File: src/rtl/sdram_refresh_pkg.sv
package sdram_refresh_pkg;

   localparam int NUM_BANKS = 2;

   localparam int OFS_CONF  = 'h00;
   localparam int OFS_INTV  = 'h02;
   localparam int OFS_LIMIT = 'h04;
   localparam int OFS_STAT  = 'h06;

   typedef enum logic [1:0] {
      FREQ_DIV16 = 2'b00,
      FREQ_DIV8  = 2'b01,
      FREQ_DIV4  = 2'b10,
      FREQ_SPARE = 2'b11
   } freq_code_e;

   // stored part of the configuration word
   typedef struct packed {
      logic [1:0] freq;
      logic [1:0] size;
      logic [1:0] enable;
   } conf_t;

   // last value of the unit prescaler for a frequency code
   function automatic logic [3:0] units_last(input logic [1:0] code);
      case (freq_code_e'(code))
         FREQ_DIV16: return 4'd15;
         FREQ_DIV8:  return 4'd7;
         default:    return 4'd3;
      endcase
   endfunction

endpackage

File: src/rtl/refresh_regs.sv
module refresh_regs
   import sdram_refresh_pkg::*;
#(
   parameter int ADDR_W    = 8,
   parameter int DATA_W    = 16,
   parameter int CNT_W     = 16,
   parameter int LIMIT_W   = 16,
   parameter bit RDATA_REG = 1'b1
) (
   input  logic                 clk,
   input  logic                 rst_n,
   input  logic [ADDR_W-1:0]    addr,
   input  logic                 we,
   input  logic [DATA_W-1:0]    wdata,
   input  logic [NUM_BANKS-1:0] err_flags,
   output logic [DATA_W-1:0]    rdata,
   output logic [NUM_BANKS-1:0] enable,
   output logic [NUM_BANKS-1:0] size,
   output logic [1:0]           freq,
   output logic [CNT_W-1:0]     interval,
   output logic [LIMIT_W-1:0]   limit,
   output logic                 restart,
   output logic [NUM_BANKS-1:0] man_pulse,
   output logic [NUM_BANKS-1:0] err_clr
);

   localparam logic [CNT_W-1:0]   INTV_RST  = CNT_W'(16'h0400);
   localparam logic [LIMIT_W-1:0] LIMIT_RST = LIMIT_W'(16'h0200);

   conf_t                conf_q;
   logic [CNT_W-1:0]     intv_q;
   logic [LIMIT_W-1:0]   limit_q;
   logic [NUM_BANKS-1:0] man_q;
   logic                 wr_conf, wr_intv, wr_limit, wr_stat;
   logic [DATA_W-1:0]    rd_next;

   assign wr_conf  = we && (addr == ADDR_W'(OFS_CONF));
   assign wr_intv  = we && (addr == ADDR_W'(OFS_INTV));
   assign wr_limit = we && (addr == ADDR_W'(OFS_LIMIT));
   assign wr_stat  = we && (addr == ADDR_W'(OFS_STAT));

   always_ff @(posedge clk or negedge rst_n) begin
      if (!rst_n) begin
         conf_q  <= '0;
         intv_q  <= INTV_RST;
         limit_q <= LIMIT_RST;
         man_q   <= '0;
      end else begin
         man_q <= '0;
         if (wr_conf) begin
            conf_q.enable <= wdata[1:0];
            conf_q.size   <= wdata[5:4];
            conf_q.freq   <= wdata[7:6];
            man_q         <= wdata[3:2] & ~wdata[1:0];
         end
         if (wr_intv)  intv_q  <= wdata[CNT_W-1:0];
         if (wr_limit) limit_q <= wdata[LIMIT_W-1:0];
      end
   end

   always_comb begin
      rd_next = '0;
      case (addr)
         ADDR_W'(OFS_CONF):  rd_next[7:0] = {conf_q.freq, conf_q.size, 2'b00, conf_q.enable};
         ADDR_W'(OFS_INTV):  rd_next = DATA_W'(intv_q);
         ADDR_W'(OFS_LIMIT): rd_next = DATA_W'(limit_q);
         ADDR_W'(OFS_STAT):  rd_next[NUM_BANKS-1:0] = err_flags;
         default:            rd_next = '0;
      endcase
   end

   generate
      if (RDATA_REG) begin : g_rd_reg
         logic [DATA_W-1:0] rdata_q;
         always_ff @(posedge clk or negedge rst_n) begin
            if (!rst_n) rdata_q <= '0;
            else        rdata_q <= rd_next;
         end
         assign rdata = rdata_q;
      end else begin : g_rd_comb
         assign rdata = rd_next;
      end
   endgenerate

   assign enable    = conf_q.enable;
   assign size      = conf_q.size;
   assign freq      = conf_q.freq;
   assign interval  = intv_q;
   assign limit     = limit_q;
   assign restart   = wr_intv;
   assign man_pulse = man_q;
   assign err_clr   = wr_stat ? wdata[NUM_BANKS-1:0] : '0;

endmodule

File: src/rtl/refresh_timer.sv
module refresh_timer
   import sdram_refresh_pkg::*;
#(
   parameter int CNT_W = 16
) (
   input  logic             clk,
   input  logic             rst_n,
   input  logic             restart,
   input  logic [CNT_W-1:0] interval,
   input  logic [1:0]       freq,
   output logic             tick
);

   logic [CNT_W-1:0] cnt_q;
   logic [3:0]       unit_q;
   logic [CNT_W:0]   cnt_inc;
   logic             period_end, unit_end;

   assign cnt_inc    = {1'b0, cnt_q} + 1'b1;
   assign period_end = cnt_inc >= {1'b0, interval};
   assign unit_end   = unit_q >= units_last(freq);
   assign tick       = period_end && unit_end && !restart;

   always_ff @(posedge clk or negedge rst_n) begin
      if (!rst_n) begin
         cnt_q  <= '0;
         unit_q <= '0;
      end else if (restart) begin
         cnt_q  <= '0;
         unit_q <= '0;
      end else if (period_end) begin
         cnt_q  <= '0;
         unit_q <= unit_end ? 4'd0 : unit_q + 4'd1;
      end else begin
         cnt_q  <= cnt_inc[CNT_W-1:0];
      end
   end

endmodule

File: src/rtl/refresh_backlog.sv
module refresh_backlog #(
   parameter int BACKLOG_W = 16,
   parameter int LIMIT_W   = 16
) (
   input  logic               clk,
   input  logic               rst_n,
   input  logic               enable,
   input  logic               tick,
   input  logic               ack,
   input  logic [LIMIT_W-1:0] limit,
   input  logic               err_clr,
   output logic               req,
   output logic               late_err
);

   localparam int                   CMP_W = (BACKLOG_W > LIMIT_W) ? BACKLOG_W : LIMIT_W;
   localparam logic [BACKLOG_W-1:0] FULL  = '1;

   logic [BACKLOG_W-1:0] owed_q;
   logic                 err_q, inc, dec, over;

   assign inc  = tick && (owed_q != FULL);
   assign dec  = ack && (owed_q != '0);
   assign over = CMP_W'(owed_q) > CMP_W'(limit);

   always_ff @(posedge clk or negedge rst_n) begin
      if (!rst_n) begin
         owed_q <= '0;
      end else if (!enable) begin
         owed_q <= '0;
      end else begin
         case ({inc, dec})
            2'b10:   owed_q <= owed_q + 1'b1;
            2'b01:   owed_q <= owed_q - 1'b1;
            default: owed_q <= owed_q;
         endcase
      end
   end

   always_ff @(posedge clk or negedge rst_n) begin
      if (!rst_n) err_q <= 1'b0;
      else        err_q <= (err_q && !err_clr) || over;
   end

   assign req      = enable && (owed_q != '0);
   assign late_err = err_q;

endmodule

File: src/rtl/sdram_refresh_sched.sv
module sdram_refresh_sched
   import sdram_refresh_pkg::*;
#(
   parameter int ADDR_W    = 8,
   parameter int DATA_W    = 16,
   parameter int CNT_W     = 16,
   parameter int LIMIT_W   = 16,
   parameter int BACKLOG_W = 16,
   parameter bit RDATA_REG = 1'b1
) (
   input  logic                 clk,
   input  logic                 rst_n,
   input  logic [ADDR_W-1:0]    bus_addr,
   input  logic                 bus_we,
   input  logic [DATA_W-1:0]    bus_wdata,
   output logic [DATA_W-1:0]    bus_rdata,
   input  logic [NUM_BANKS-1:0] ref_ack,
   output logic [NUM_BANKS-1:0] ref_req,
   output logic [NUM_BANKS-1:0] bank_en,
   output logic [NUM_BANKS-1:0] bank_size,
   output logic [NUM_BANKS-1:0] man_pulse,
   output logic [NUM_BANKS-1:0] late_err
);

   generate
      if (DATA_W != 16)                     $error("DATA_W must be 16");
      if (ADDR_W < 3)                       $error("ADDR_W too small for the register map");
      if (CNT_W < 1 || CNT_W > DATA_W)      $error("CNT_W out of range");
      if (LIMIT_W < 1 || LIMIT_W > DATA_W)  $error("LIMIT_W out of range");
      if (BACKLOG_W < 2)                    $error("BACKLOG_W must be at least 2");
   endgenerate

   logic [1:0]           freq;
   logic [CNT_W-1:0]     interval;
   logic [LIMIT_W-1:0]   limit;
   logic                 restart, tick;
   logic [NUM_BANKS-1:0] err_clr;

   refresh_regs #(
      .ADDR_W(ADDR_W), .DATA_W(DATA_W), .CNT_W(CNT_W),
      .LIMIT_W(LIMIT_W), .RDATA_REG(RDATA_REG)
   ) regs_i (
      .clk(clk), .rst_n(rst_n), .addr(bus_addr), .we(bus_we), .wdata(bus_wdata),
      .err_flags(late_err), .rdata(bus_rdata), .enable(bank_en), .size(bank_size),
      .freq(freq), .interval(interval), .limit(limit), .restart(restart),
      .man_pulse(man_pulse), .err_clr(err_clr)
   );

   refresh_timer #(.CNT_W(CNT_W)) timer_i (
      .clk(clk), .rst_n(rst_n), .restart(restart), .interval(interval),
      .freq(freq), .tick(tick)
   );

   generate
      for (genvar b = 0; b < NUM_BANKS; b++) begin : g_bank
         refresh_backlog #(.BACKLOG_W(BACKLOG_W), .LIMIT_W(LIMIT_W)) backlog_i (
            .clk(clk), .rst_n(rst_n), .enable(bank_en[b]), .tick(tick),
            .ack(ref_ack[b]), .limit(limit), .err_clr(err_clr[b]),
            .req(ref_req[b]), .late_err(late_err[b])
         );
      end
   endgenerate

endmodule

File: config.mk
export PLATFORM = sky130hd
export DESIGN_NAME = sdram_refresh_sched
export DESIGN_NICKNAME = d
export VERILOG_FILES = /design/src/rtl/sdram_refresh_pkg.sv /design/src/rtl/refresh_regs.sv /design/src/rtl/refresh_timer.sv /design/src/rtl/refresh_backlog.sv /design/src/rtl/sdram_refresh_sched.sv
export SDC_FILE = /design/constraint.sdc
export NUM_CORES = 1
export LEC_CHECK = 0
export BUFFER_PORTS_ARGS = -buffer_cell sky130_fd_sc_hd__buf_2
export CORE_MARGIN = 1.5
export CORE_UTILIZATION = 50
export DETAILED_ROUTE_END_ITERATION = 7
export PLACE_DENSITY = 0.68
export SKIP_LAST_GASP = 1
export SYNTH_ARGS = -nofsm -noshare
export SYNTH_HDL_FRONTEND = slang
export SYNTH_SLANG_ARGS = --single-unit
File: constraint.sdc
create_clock -name clk -period 7.4 [get_ports clk]
set_input_delay 1.11 -clock clk [delete_from_list [all_inputs] [get_ports clk]]
set_output_delay 1.11 -clock clk [all_outputs]
set_load 0.02 [all_outputs]
==> results of run 1 <==
==> final cells by class <==
cell class              count  area, um2  share of cell area
clock inverters             7       82.6              0.0103
inverters                  45        169              0.0211
multi-input cells         594       4260               0.531
repair buffers             57        295              0.0369
flip-flops and latches    110       2760               0.344
well taps                 184        230              0.0287
clock buffers               9        225              0.0281
==> per-stage QoR <==
| step | instances | hold slack (ns) | area [um2] |
|---|---|---|---|
| final | 1006 | 0.516 | 8010 |
| after global routing | 1006 | 0.524 | 8010 |
| after CTS | 1006 | 0.511 | 8010 |
| after detailed placement | 990 | 0.496 | 7700 |
| after global placement | 990 | 0.485 | 7700 |
| after floorplan | 779 | 0.457 | 7350 |
==> routing by layer <==
| layer | routed length, um | vias to the layer above | GRT usage |
|---|---|---|---|
| met5 | 0 | - | 0 |
| met2 | 9100 | 135 | 0.424 |
| met3 | 725 | 39 | 0.0422 |
| met4 | 565 | 0 | 0.102 |
| met1 | 8180 | 2949 | 0.313 |
| li1 | - | 2876 | - |
==> kinds of logic after synthesis <==
group | Yosys count | share of synthesized area
AO/OA/AOI/OAI | 170 | 0.149
XOR/XNOR | 39 | 0.0501
adder cells (fa/ha/maj) | 82 | 0.142
buffers and inverters | 75 | 0.0456
flip-flops | 110 | 0.375
multiplexers | 30 | 0.0480
AND/OR/NAND/NOR | 273 | 0.190
==> registers in the layout, indices dropped and copies added (netlist names) <==
signal                     count
g_bank.backlog_i.late_err      2
g_bank.backlog_i.owed_q       32
regs_i.enable                  2
regs_i.freq                    2
regs_i.interval               16
regs_i.limit                  16
regs_i.man_pulse               2
regs_i.rdata                  16
regs_i.size                    2
timer_i.cnt_q                 16
timer_i.unit_q                 4
==> power breakdown <==
part / internal [W] / switching (W) / total, W
Clock: 0.000241 / 0.000259 / 0.000500
Combinational: 0.0000727 / 0.0000958 / 0.000168
Sequential: 0.000633 / 0.0000386 / 0.000671
Total: 0.000946 / 0.000393 / 0.00134
==> Yosys cell counts, drive strengths merged (7+ instances only) <==
library cell    n
a31oi           9
buf            12
nor2           44
dfrtp         108
nor3           13
nand4          28
nand2          79
a21o           18
a21oi          45
ha             80
mux2           22
nor4           16
and2            8
xor2           13
and3            7
xnor2          26
a21boi         12
a22oi          10
clkbuf         18
o21ai          37
inv            45
nor2b          21
nand3          32
==> critical path: cells and delay by family (launching register included) <==
family,cells,cell delay [ns]
AOI/OAI and AO/OA,9,2.18
and+or+nand+nor,7,1.51
adders and majority gates,3,0.86
DFF,1,0.43
buffers and inverters,1,0.41
xor gates and xnor gates,1,0.20
==> worst paths after layout <==
check / start / to / slack (ns) / depth (start not counted)
hold reg to reg: timer_i.unit_q[3]$_DFFE_PN0P_ / timer_i.unit_q[3]$_DFFE_PN0P_ / 0.52 / 1
setup reg to reg: timer_i.cnt_q[0]$_DFF_PN0_ / g_bank[0].backlog_i.owed_q[15]$_DFFE_PN0P_ / 1.69 / 21
min in group asynchronous: rst_n / g_bank[1].backlog_i.owed_q[5]$_DFFE_PN0P_ / 0.81 / 1
setup / recovery: timer_i.cnt_q[0]$_DFF_PN0_ / g_bank[0].backlog_i.owed_q[15]$_DFFE_PN0P_ / 1.69 / 21
max in group asynchronous: rst_n / g_bank[0].backlog_i.late_err$_DFF_PN0_ / 5.38 / 2
hold / removal: timer_i.unit_q[3]$_DFFE_PN0P_ / timer_i.unit_q[3]$_DFFE_PN0P_ / 0.52 / 1
==> impl_results.md, run 1 <==
* Pwr Total at ~0.0013 W
* Gr ovfl total at 0
* Tmin final at 5.71 ns
* Worst IR drop on VDD at 0.128 mV
* Routability cong. at ~0.92
* Root Driver: clkbuf_16
* Critical path startpoint category: flop
* Area share of the largest cell type after synthesis at 0.368
* Crit-path max FO at 14
* Max Cap Viol at 0
* Post-CTS Hold Buffers at 0
* Final #Nets at 928
* Clk_skew at 0.0117 ns
* Final TNS setup at 0 ns
* Final worst slack at 1.69 ns
* Slew margin rel. at 0.323
* WL per Instance at 18.5 um
* Die Area at 0.0154 mm2
* Mapped Cells at roughly 780
* Share of cells above drive strength 1 at 0.137
* Drt first pass iters at 4
* CORE AREA at roughly 0.014 mm2
* Ant diodes at 0
* FILL cells at 1,291
* CTS buffer count at 9
* Post-Route WL at 18.6 mm
* Yosys warning count at 0
* Via/cell ratio at a little under 6
* CP Capture Type: flop
* DP HPWL at 13.8 mm
* HP Class: reg2reg
* Top cells by area, synth: dfrtp_1, ha_1, nand2_1, mux2_2, a21oi_1
* Setup CP Type: reg2reg
* Slowest Stage Delay on Critical Path at roughly 0.6 ns
* Layout area overhead at 9.08%
* Final Hold Fails at 0
* Largest net degree at the start of global routing at just under 60
* Top-Level Pins at 55
* Number of remaining DRC errors at 0
* Commonest non-fill, non-tap cell in the layout: dfrtp_1
* Crit-path most repeated cell: ha_1
* Leak pwr at 4.02 nW
* Fin. max-slew vios at 0
* Vias at roughly 6,000
* Synth Cell Area at 0.00735 mm2
* Die height at ~120 um
* Achievable clock frequency at 175 MHz
* Crit share post-route at 0.771
* Dpl ws at 1.74 ns
* Required time of the critical path at 7.62 ns
* GRT Resource Usage Total at 0.249
* PortBufs at 54
* Routed Antenna Nets at 0
* Util after Layout at 0.556
* Worst skew pair latency at between 0.3 and 0.4 ns
* H-tree depth at 3
* First-pass GRT wire length at 31.1 mm
* FF+latch count, synth at 110
* Top FF cell, synth: dfrtp_1
* Yosys top cell by area: dfrtp_1
* TritonCTS clock tree: yes
* Status: finished clean
* Slowest cell on crit path: a2111oi_0
* Synth async-reset ratio at 1.00
* Syn avg cell area at 9.43 um2
* Vias in the first global route at 6,163
* Std-Cell Rows at 44
* Least-Margin Pin Slew at 1.01 ns
* WP data arrival at 5.93 ns
* CTS clk-pin slew, worst paths at 0.08 ns
* Pwr dens at 167 mW/mm2
* # clock sinks at 110
* Most frequent cells in the layout: dfrtp_1, ha_1, nand2_1, buf_2
* Syn Nets at between 800 and 900
* Die X at 124 um
* Initial core utilization at 0.509
* Post-synthesis sequential area ratio at 0.375
* Cell variety after synth at 62
* Initial antenna violation count at 0
* RSZ-0062 raised after global routing: no
* Post-cts sizing count at 0
* DR iter-0 viols at 371
* Clock Tree Buf Depth at 2
* Post-synth EDFFs at 0
* CP Cell Sequence: ha_1 > nand3_2 > or3_4 > xnor2_1 > ha_1 > and4_1 > a21o_1 > o21ai_0 > o211ai_4 > nand2_2 > nand3_1 > inv_1 > ha_1 > a211o_1 > o211ai_1 > a211oi_1 > nor3_1 > o31ai_1 > a2111oi_0 > o21ai_0 > nor3b_1
* Setup violations, final at 0
* Postcts setup bufs at 0
(Power assumes the default switching activity.)
==> run 2, diff against run 1 <==
PLACE_DENSITY = 0.71   (was 0.68)
clock period = 5.2 ns   (was 7.4 ns; I/O delays follow)
==> run 2 against run 1 <==
Setup slack worse by 1.4 ns. Count of clock-buffer cells in the layout did not move. Die area stayed put. Register-to-register slack lost 1.4 ns. Routed wire length shrank 6.9%. Combinational power up 47%. Sequential cell count unchanged. Cell count grew 0.80%. Critical path type unchanged. Largest power group unchanged. Highest routed layer unchanged.
==> impl_results.md, run 2 (same netlist as run 1, synthesis figures left out) <==
* WP data arrival at 5.15 ns (-0.78 ns)
* HP Class: in2async
* Final TNS setup at 0 ns (unchanged)
* Multi-input gate area at 0.00431 mm2 (+1.3%)
* Layout area overhead at 10.9%
* TritonCTS clock tree: yes
* Vias at 5,927 (-1.2%)
* Gr ovfl total at 0 (unchanged)
* Fin area at 0.00815 mm2 (+1.7%)
* Via/cell ratio at 5.85 (-2.0%)
* Max Cap Viol at 0 (unchanged)
* WP depth at 21 (unchanged)
* Met1 Wirelength at 7.93 mm (-3.0%)
* Routability cong. at 0.861 (-6.1%)
* Tmin final at 4.93 ns (-0.779 ns)
* Routed Antenna Nets at 0 (unchanged)
* Std-Cell Rows at 44 (unchanged)
* Setup CP Type: reg2reg
* Uppermost layer routed: met4
* Fin. max-slew vios at 0 (unchanged)
* H-tree depth at 3 (unchanged)
* Clk_skew at 0.00984 ns (-0.00186 ns)
* Worst IR drop on VDD at 0.166 mV (+30%)
* CP Capture Type: flop
* Reg with most FFs: g_bank.backlog_i.owed_q
* Worst R2R Path Depth at 21 (unchanged)
* Required time of the critical path at 5.42 ns (-2.20 ns)
* Crit-path max FO at 6 (-8)
* DR iter-0 viols at 348 (-6.2%)
* Top-Level Pins at 55 (unchanged)
* Worst skew pair latency at 0.37 ns (about the same)
* DP HPWL at 12.8 mm (-7.7%)
* Crit share post-route at 0.947 (+0.176)
* Slowest cell on crit path: a2111oi_2
* Die height at 124 um (unchanged)
* Achievable clock frequency at 203 MHz (+16%)
* PortBufs at 54 (unchanged)
* Leak pwr at 4.07 nW (+1.4%)
* Initial antenna violation count at 0 (unchanged)
* Most frequent cells in the layout: dfrtp_1, ha_1, nand2_1, buf_2, a21oi_1
* # clock sinks at 110 (unchanged)
* FILL cells at 1,277 (-1.1%)
* Setup violations, final at 0 (unchanged)
* Ant diodes at 0 (unchanged)
* Commonest non-fill, non-tap cell in the layout: dfrtp_1
* Largest net degree at the start of global routing at 63 (+6.8%)
* Clock Tree Buf Depth at 2 (unchanged)
* WL per Instance at 17.1 um (-7.6%)
* First-pass GRT wire length at 28.7 mm (-7.7%)
* Routed length on met3 at 621 um (-14%)
* Placement-stage cell area at 0.00774 mm2 (+0.49%)
* WP buf/inv at 2 (+1)
* Final #Nets at 936 (+0.86%)
* Routed wl met2 at 8.22 mm (-9.6%)
* Post-Route WL at 17.3 mm (-6.9%)
* GRT Resource Usage Total at 0.230 (-0.0189)
* Share of cells above drive strength 1 at 0.159 (+0.0216)
* Critical path startpoint category: flop
* CORE AREA at 0.0144 mm2 (unchanged)
* Die Area at 0.0154 mm2 (unchanged)
* Vias in the first global route at 5,747 (-6.7%)
* Max FFs per register at 32 (unchanged)
* Status: finished clean
* Drt first pass iters at 5 (+1)
* Top Family by Delay on Critical Path: compound AO/OA/AOI/OAI gates
* Post-CTS Hold Buffers at 0 (unchanged)
* Number of remaining DRC errors at 0 (unchanged)
* Root Driver: clkbuf_16
* Crit-path most repeated cell: ha_1
* Initial core utilization at 0.509 (unchanged)
* Slew margin rel. at 0.326 (+0.00271)
* Die X at 124 um (unchanged)
* Slowest Stage Delay on Critical Path at 0.42 ns (-0.18 ns)
* Storage cell area at 0.00276 mm2 (unchanged)
* CTS buffer count at 9 (unchanged)
* CTS clk-pin slew, worst paths at 0.08 ns (about the same)
* Least-Margin Pin Slew at 1.01 ns (-0.00405 ns)
* CP Cell Sequence: ha_2 > nand3_4 > or3_4 > xnor2_1 > ha_1 > and4_1 > nand4_1 > o211ai_4 > nand2_2 > nand3_1 > inv_1 > buf_4 > ha_1 > a211o_1 > o211ai_1 > a211oi_2 > nor3_2 > o31ai_1 > a2111oi_2 > o21ai_0 > nor3b_1
* Pwr dens at 240 mW/mm2 (+43%)
* Final Hold Fails at 0 (unchanged)
-- run 2: changes by cell type in the layout (fill, tap and decap cells not counted), moves of 2 or more --
cell and change:
buf_4 +8, a2111oi_0 -2, a2111oi_2 +2, a31oi_1 -2, a31oi_2 +2
-- run 2: cell type report --
class                      count  area share
timing repair buffer          65      0.0436
inverter                      45      0.0207
multi-input combinational    594       0.529
clock inverter                 7      0.0123
sequential                   110       0.338
clock buffer                   9      0.0276
tap                          184      0.0283
-- run 2: worst paths after layout --
path / slack (ns) / start / to
worst max-delay path: 0.27 / timer_i.cnt_q[1]$_DFF_PN0_ / g_bank[0].backlog_i.owed_q[15]$_DFFE_PN0P_
worst min-delay path: 0.49 / rst_n / g_bank[0].backlog_i.owed_q[7]$_DFFE_PN0P_
worst max register to register: 0.27 / timer_i.cnt_q[1]$_DFF_PN0_ / g_bank[0].backlog_i.owed_q[15]$_DFFE_PN0P_
worst min register to register: 0.50 / timer_i.unit_q[3]$_DFFE_PN0P_ / timer_i.unit_q[3]$_DFFE_PN0P_
max in group asynchronous: 3.56 / rst_n / regs_i.rdata[3]$_DFF_PN0_
min in group clk: 0.50 / timer_i.unit_q[3]$_DFFE_PN0P_ / timer_i.unit_q[3]$_DFFE_PN0P_
-- run 2: power breakdown --
| group | leakage, nW | internal, W | total (W) | switching, W |
|---|---|---|---|---|
| clock network | 0.158 | 0.000390 | 0.000747 | 0.000357 |
| logic | 2.48 | 0.000111 | 0.000247 | 0.000135 |
| registers | 1.43 | 0.000900 | 0.000959 | 0.0000582 |
-- run 2: worst reg2reg max path, cell delays in order, from the launching register on --
cell and delay, ns:
dfrtp_1 0.40, ha_2 0.23, nand3_4 0.11, or3_4 0.41
xnor2_1 0.15, ha_1 0.30, and4_1 0.21, nand4_1 0.16
o211ai_4 0.33, nand2_2 0.14, nand3_1 0.14, inv_1 0.09
buf_4 0.16, ha_1 0.24, a211o_1 0.29, o211ai_1 0.19
a211oi_2 0.17, nor3_2 0.28, o31ai_1 0.12, a2111oi_2 0.42
o21ai_0 0.11, nor3b_1 0.14
-- run 2: per-stage QoR --
stage | setup WS, ns | power, W | utilization | cells | hold WS, ns
2_1_floorplan | 0.230 | 0.00112 | - | 779 | 0.457
3_3_place_gp | 0.116 | 0.00120 | 0.537 | 995 | 0.485
3_5_place_dp | -0.0324 | 0.00121 | 0.537 | 995 | 0.493
4_1_cts | 0.00791 | 0.00195 | 0.559 | 1011 | 0.500
5_1_grt | -0.0273 | 0.00204 | 0.565 | 1014 | 0.539
6_report | 0.274 | 0.00195 | 0.565 | 1014 | 0.494
-- run 2: repair_timing --
item                                    4_1_cts  5_1_grt
gates resized for setup                       1       14
endpoints found under the setup margin        1       10
buffers inserted                              0        3
pin swaps                                     0        2
-- run 2: routing by layer --
metal,vias up,global-route usage
li1,2892,-
met1,2878,0.305
met2,123,0.375
met3,34,0.0379
met4,0,0.0933
met5,-,0
